$ cat config.mk
export PLATFORM = sky130hd
export DESIGN_NAME = srf_sched
export DESIGN_NICKNAME = d
export VERILOG_FILES = /design/src/rtl/srf_pkg.sv /design/src/rtl/srf_interval_timer.sv /design/src/rtl/srf_bank_track.sv /design/src/rtl/srf_sched.sv
export SDC_FILE = /design/constraint.sdc
export NUM_CORES = 1
export LEC_CHECK = 0
export ABC_AREA = 1
export BUFFER_PORTS_ARGS = -buffer_cell sky130_fd_sc_hd__buf_2
export CAP_MARGIN = 25
export CORE_MARGIN = 3
export CORE_UTILIZATION = 55
export CTS_CLUSTER_SIZE = 12
export DETAILED_ROUTE_END_ITERATION = 7
export GPL_TIMING_DRIVEN = 0
export HOLD_SLACK_MARGIN = 0.08
export PLACE_DENSITY = 0.86
export SLEW_MARGIN = 40
export SYNTH_ARGS = -nofsm -noshare
export SYNTH_HDL_FRONTEND = slang
export SYNTH_SLANG_ARGS = --single-unit
$ cat constraint.sdc
create_clock -name clk -period 2.1 [get_ports clk]
set_input_delay 0.42 -clock clk [delete_from_list [all_inputs] [get_ports clk]]
set_output_delay 0.42 -clock clk [all_outputs]
set_load 0.05 [all_outputs]
$ cat src/rtl/srf_pkg.sv
package srf_pkg;

    typedef enum logic [1:0] {
        ST_IDLE = 2'd0,
        ST_PRE  = 2'd1,
        ST_REF  = 2'd2,
        ST_ACT  = 2'd3
    } srf_state_e;

endpackage

$ cat src/rtl/srf_interval_timer.sv
module srf_interval_timer #(
    parameter int SLOT_CYC = 390
) (
    input  logic clk,
    input  logic rst_n,
    input  logic hot_i,
    output logic tick_o
);
    localparam int TW = (SLOT_CYC > 1) ? $clog2(SLOT_CYC) : 1;
    localparam logic [TW-1:0] COLD_LAST = TW'(SLOT_CYC - 1);
    localparam logic [TW-1:0] HOT_LAST  = TW'(SLOT_CYC / 2 - 1);

    logic [TW-1:0] tmr_d, tmr_q;
    logic [TW-1:0] last;

    always_comb begin
        last   = hot_i ? HOT_LAST : COLD_LAST;
        tick_o = (tmr_q >= last);
        tmr_d  = tick_o ? '0 : tmr_q + 1'b1;
    end

    always_ff @(posedge clk or negedge rst_n) begin
        if (!rst_n) tmr_q <= '0;
        else        tmr_q <= tmr_d;
    end
endmodule

$ cat src/rtl/srf_bank_track.sv
module srf_bank_track (
    input  logic clk,
    input  logic rst_n,
    input  logic act_i,
    input  logic pre_i,
    input  logic lock_i,
    input  logic clr_i,
    input  logic set_i,
    output logic open_o
);
    logic open_d, open_q;

    always_comb begin
        open_d = open_q;
        if (set_i)       open_d = 1'b1;
        else if (clr_i)  open_d = 1'b0;
        else if (!lock_i) begin
            if (act_i)      open_d = 1'b1;
            else if (pre_i) open_d = 1'b0;
        end
    end

    always_ff @(posedge clk or negedge rst_n) begin
        if (!rst_n) open_q <= 1'b0;
        else        open_q <= open_d;
    end

    assign open_o = open_q;
endmodule

$ cat src/rtl/srf_sched.sv
module srf_sched
    import srf_pkg::*;
#(
    parameter int N_DEV  = 8,
    parameter int T_REFI = 3120,
    parameter int T_RP   = 6,
    parameter int T_RFC  = 104
) (
    input  logic                                  clk,
    input  logic                                  rst_n,
    input  logic                                  hot_i,
    input  logic [N_DEV-1:0]                      act_i,
    input  logic [N_DEV-1:0]                      pre_i,
    output logic [N_DEV-1:0]                      pre_o,
    output logic [N_DEV-1:0]                      ref_o,
    output logic [N_DEV-1:0]                      act_o,
    output logic [(N_DEV>1?$clog2(N_DEV):1)-1:0]  ref_idx_o,
    output logic                                  busy_o
);
    localparam int SLOT_CYC = T_REFI / N_DEV;
    localparam int IDXW     = (N_DEV > 1) ? $clog2(N_DEV) : 1;
    localparam int CMAX     = (T_RFC > T_RP) ? T_RFC : T_RP;
    localparam int CW       = $clog2(CMAX) + 1;
    localparam logic [CW-1:0]   RP_LAST  = CW'(T_RP - 1);
    localparam logic [CW-1:0]   RFC_LAST = CW'(T_RFC - 1);
    localparam logic [IDXW-1:0] IDX_TOP  = IDXW'(N_DEV - 1);

    typedef struct packed {
        srf_state_e      st;
        logic [CW-1:0]   cnt;
        logic [IDXW-1:0] idx;
        logic            due;
        logic            reopen;
    } sched_t;

    sched_t r_d, r_q;

    logic             tick;
    logic [N_DEV-1:0] open_w;
    logic [N_DEV-1:0] sel;
    logic [N_DEV-1:0] lock;
    logic             target_open;

    srf_interval_timer #(.SLOT_CYC(SLOT_CYC)) u_timer (
        .clk    (clk),
        .rst_n  (rst_n),
        .hot_i  (hot_i),
        .tick_o (tick)
    );

    always_comb begin
        sel  = N_DEV'(1) << r_q.idx;
        lock = ((r_q.st != ST_IDLE) || r_q.due) ? sel : '0;
    end

    for (genvar d = 0; d < N_DEV; d++) begin : g_bank
        srf_bank_track u_track (
            .clk    (clk),
            .rst_n  (rst_n),
            .act_i  (act_i[d]),
            .pre_i  (pre_i[d]),
            .lock_i (lock[d]),
            .clr_i  (pre_o[d]),
            .set_i  (act_o[d]),
            .open_o (open_w[d])
        );
    end

    assign target_open = |(open_w & sel);

    always_comb begin
        r_d     = r_q;
        r_d.due = tick | r_q.due;
        unique case (r_q.st)
            ST_IDLE: begin
                if (r_q.due) begin
                    r_d.due    = tick;
                    r_d.reopen = target_open;
                    r_d.st     = target_open ? ST_PRE : ST_REF;
                    r_d.cnt    = target_open ? RP_LAST : RFC_LAST;
                end
            end
            ST_PRE: begin
                if (r_q.cnt == '0) begin
                    r_d.st  = ST_REF;
                    r_d.cnt = RFC_LAST;
                end else begin
                    r_d.cnt = r_q.cnt - 1'b1;
                end
            end
            ST_REF: begin
                if (r_q.cnt == '0) begin
                    if (r_q.reopen) begin
                        r_d.st = ST_ACT;
                    end else begin
                        r_d.st  = ST_IDLE;
                        r_d.idx = (r_q.idx == IDX_TOP) ? '0 : r_q.idx + 1'b1;
                    end
                end else begin
                    r_d.cnt = r_q.cnt - 1'b1;
                end
            end
            ST_ACT: begin
                r_d.st     = ST_IDLE;
                r_d.reopen = 1'b0;
                r_d.idx    = (r_q.idx == IDX_TOP) ? '0 : r_q.idx + 1'b1;
            end
            default: r_d.st = ST_IDLE;
        endcase
    end

    always_ff @(posedge clk or negedge rst_n) begin
        if (!rst_n) begin
            r_q.st     <= ST_IDLE;
            r_q.cnt    <= '0;
            r_q.idx    <= '0;
            r_q.due    <= 1'b0;
            r_q.reopen <= 1'b0;
        end else begin
            r_q <= r_d;
        end
    end

    always_comb begin
        pre_o     = (r_q.st == ST_PRE && r_q.cnt == RP_LAST)  ? sel : '0;
        ref_o     = (r_q.st == ST_REF && r_q.cnt == RFC_LAST) ? sel : '0;
        act_o     = (r_q.st == ST_ACT) ? sel : '0;
        busy_o    = (r_q.st != ST_IDLE);
        ref_idx_o = r_q.idx;
    end
endmodule

==> results.toml <==
[run_status]
outcome = "finished with violations"
failed_checks = "negative setup slack"

[floorplan]
boundaryPins = 47
start_util = 0.599
coreArea_sq_um = 4200
die_x_um = 73.7
die_h_um = 73.7
rows = 23
die-area_sq_um = 5430

[place]
gp_congestion = 0.916
port_buffers = 46
dp_slack_ns = -0.179
dp_hpwl_um = 4360

[clock_network]
cts_max_path_buffers = 2
htree_levels = 2
clk_latency_ns = 0.30
cts_sinks = 32
cts_root_buf = "clkbuf_8"
cts_tree = "done"
clk_pin_slew_worst_paths_ns = 0.08
cts-buffers-inserted = 5

[sta]
setup_slack_ns = -0.176
worst_clock_skew_ns = 0.0172
setup_viol = 20
slew_headroom = 0.498
tightest_slew_ns = 0.753
slew_viol_final = 0
hold_viol = 0
fin_crit_sh = 1.08
fin_crit_ns = 2.28
rsz0062_at_grt = "true"
max_freq_mhz = 439

[finish]
syn_to_final_growth_pct = 43.6
layout_common_cells = "nand2_1, buf_4, inv_1"
multi_input_area_sq_um = 1590
nets = 479
final_common_cell = "nand2_1"
drive_gt1_frac = 0.405
regArea_sq_um = 808
fillers = 184
num_antenna_cells = 0

[synthesis]
ys_seq_area_frac = 0.318
syn_inst = 361
avgSynthCellArea_sq_um = 6.97
yosysWarnings = 0
synth_area_sq_um = 2520
ys_types = 30
synth.net_count = 399
synth-seq-cells = 32

[routing]
wl_met3_um = 931
wl_met2_um = 4660
wire_per_inst_um = 19.2
wl_um = 9430
via_count = 2950
wl_met1_um = 3330
drt_pass1_iterations = 5
drtIter0Drc = 415
drt-vias-per-instance = 6.00
top_layer = "met4"
ant_nets = 0
drc = 0

[hold_path]
hp-class = "in2async"

[pwr]
power.density_nw_per_um2 = 360
p_leak_uw = 0.00198
p_total_uw = 1300
peakVddDrop_uv = 387

[grt]
overflow = 0
grt_max_degree = 33
grt_pass1_wl_um = 11600
grt_pass1_vias = 2501
track_usage = 0.278
antenna_found_initial = 0

[worst_setup_path]
crit_type = "reg2out"
critPathLaunchType = "flop"
cp.required_ns = 1.68
arrival_ns = 1.86
cp_max_fo = 5
end_kind = "output pin"

[job]
max-cap-violations = 0
[area by class of cell]
type | instances | area share
plain buffers | 15 | 0.0322
clock buffers | 6 | 0.0201
clock inverters | 2 | 0.00969
inverters | 56 | 0.0640
multi-input cells | 251 | 0.439
flip-flops and latches | 32 | 0.224
well taps | 50 | 0.0173
repair buffers | 79 | 0.192
repair inverters | 1 | 0.00208
[where the power goes]
group          internal, uW  switching [uW]  total (uW)
Clock                   352             247         599
Combinational          25.5            41.5        67.0
Sequential              626            8.40         635
[worst max-delay path, stage by stage (launching register included)]
cell and delay [ns]:
dfrtp_1 0.44, inv_2 0.10, ha_1 0.19, inv_1 0.09
nor2_4 0.15, inv_2 0.10, nor2_1 0.20, buf_4 0.15
buf_6 0.14
[per-layer routing]
layer  vias to the layer above  track usage
met5                         -            0
met4                         0       0.0946
met3                        60       0.0492
met2                       268        0.485
met1                      1360        0.342
li1                       1262            -
[metrics by stage]
stage	std cells	util	setup TNS (ns)	hold slack (ns)	instance area, sq um
6_report	492	0.861	-1.79	0.187	3620
5_1_grt	492	0.861	-3.41	0.220	3620
4_1_cts	484	0.806	-0.105	0.197	3390
3_5_place_dp	457	0.690	-1.86	0.491	2900
3_3_place_gp	457	0.690	-1.47	0.476	2900
2_1_floorplan	361	-	0	0.124	2610
[Yosys cell counts, drive strengths merged]
| library cell | n | area share |
|---|---|---|
| ha | 19 | 0.094 |
| nand4 | 7 | 0.020 |
| nor3 | 3 | 0.010 |
| o21bai | 1 | 0.0030 |
| nand3 | 10 | 0.020 |
| nor4 | 1 | 0.0050 |
| clkbuf | 1 | 0.0015 |
| dfrtp | 32 | 0.32 |
| nand3b | 1 | 0.0030 |
| nor2 | 52 | 0.094 |
| buf | 21 | 0.063 |
| xnor2 | 1 | 0.0035 |
| a21oi | 3 | 0.0060 |
| xor2 | 7 | 0.024 |
| nand2 | 110 | 0.17 |
| o21ai | 34 | 0.069 |
| inv | 56 | 0.084 |
| o211ai | 2 | 0.0060 |
[repair_timing]
action | CTS | global route
hold buffers | 0 | 0
buffers inserted | 20 | 13
pin swaps | 5 | 4
gates cloned | 0 | 1
gates resized for setup | 69 | 57
endpoints found under the setup margin | 24 | 24
[final timing paths]
| kind | start | to | slack, ns | cells after the start |
|---|---|---|---|---|
| setup / recovery | ref_idx_o[0] | act_o[2] | -0.18 | 8 |
| hold / removal | rst_n | u_timer.tmr_q[0] | 0.19 | 1 |
| setup reg to reg | r_q[14] | ref_idx_o[1] | 0 | 11 |
| hold reg to reg | u_timer.tmr_q[0] | u_timer.tmr_q[0] | 0.54 | 1 |
| max in group asynchronous | rst_n | r_q[5] | 1.36 | 1 |
| min in group clk | act_i[7] | g_bank[7].u_track.open_o | 0.45 | 5 |
[flip-flops by register name, indices dropped and copies added, names as in the netlist]
register / cells
g_bank.u_track.open_o: 8
r_q: 12
ref_idx_o: 3
u_timer.tmr_q: 9
[cells by family (layout without fill, tap and decap cells)]
group | Yosys count | count (layout) | synth area share
DFF | 32 | 32 | 0.318
xor gates and xnor gates | 8 | 8 | 0.0278
adders and majority gates | 19 | 19 | 0.0944
buffers and inverters | 78 | 159 | 0.149
AOI/OAI and AO/OA | 40 | 40 | 0.0840
and+or+nand+nor | 184 | 184 | 0.327
(Power assumes the default switching activity.)
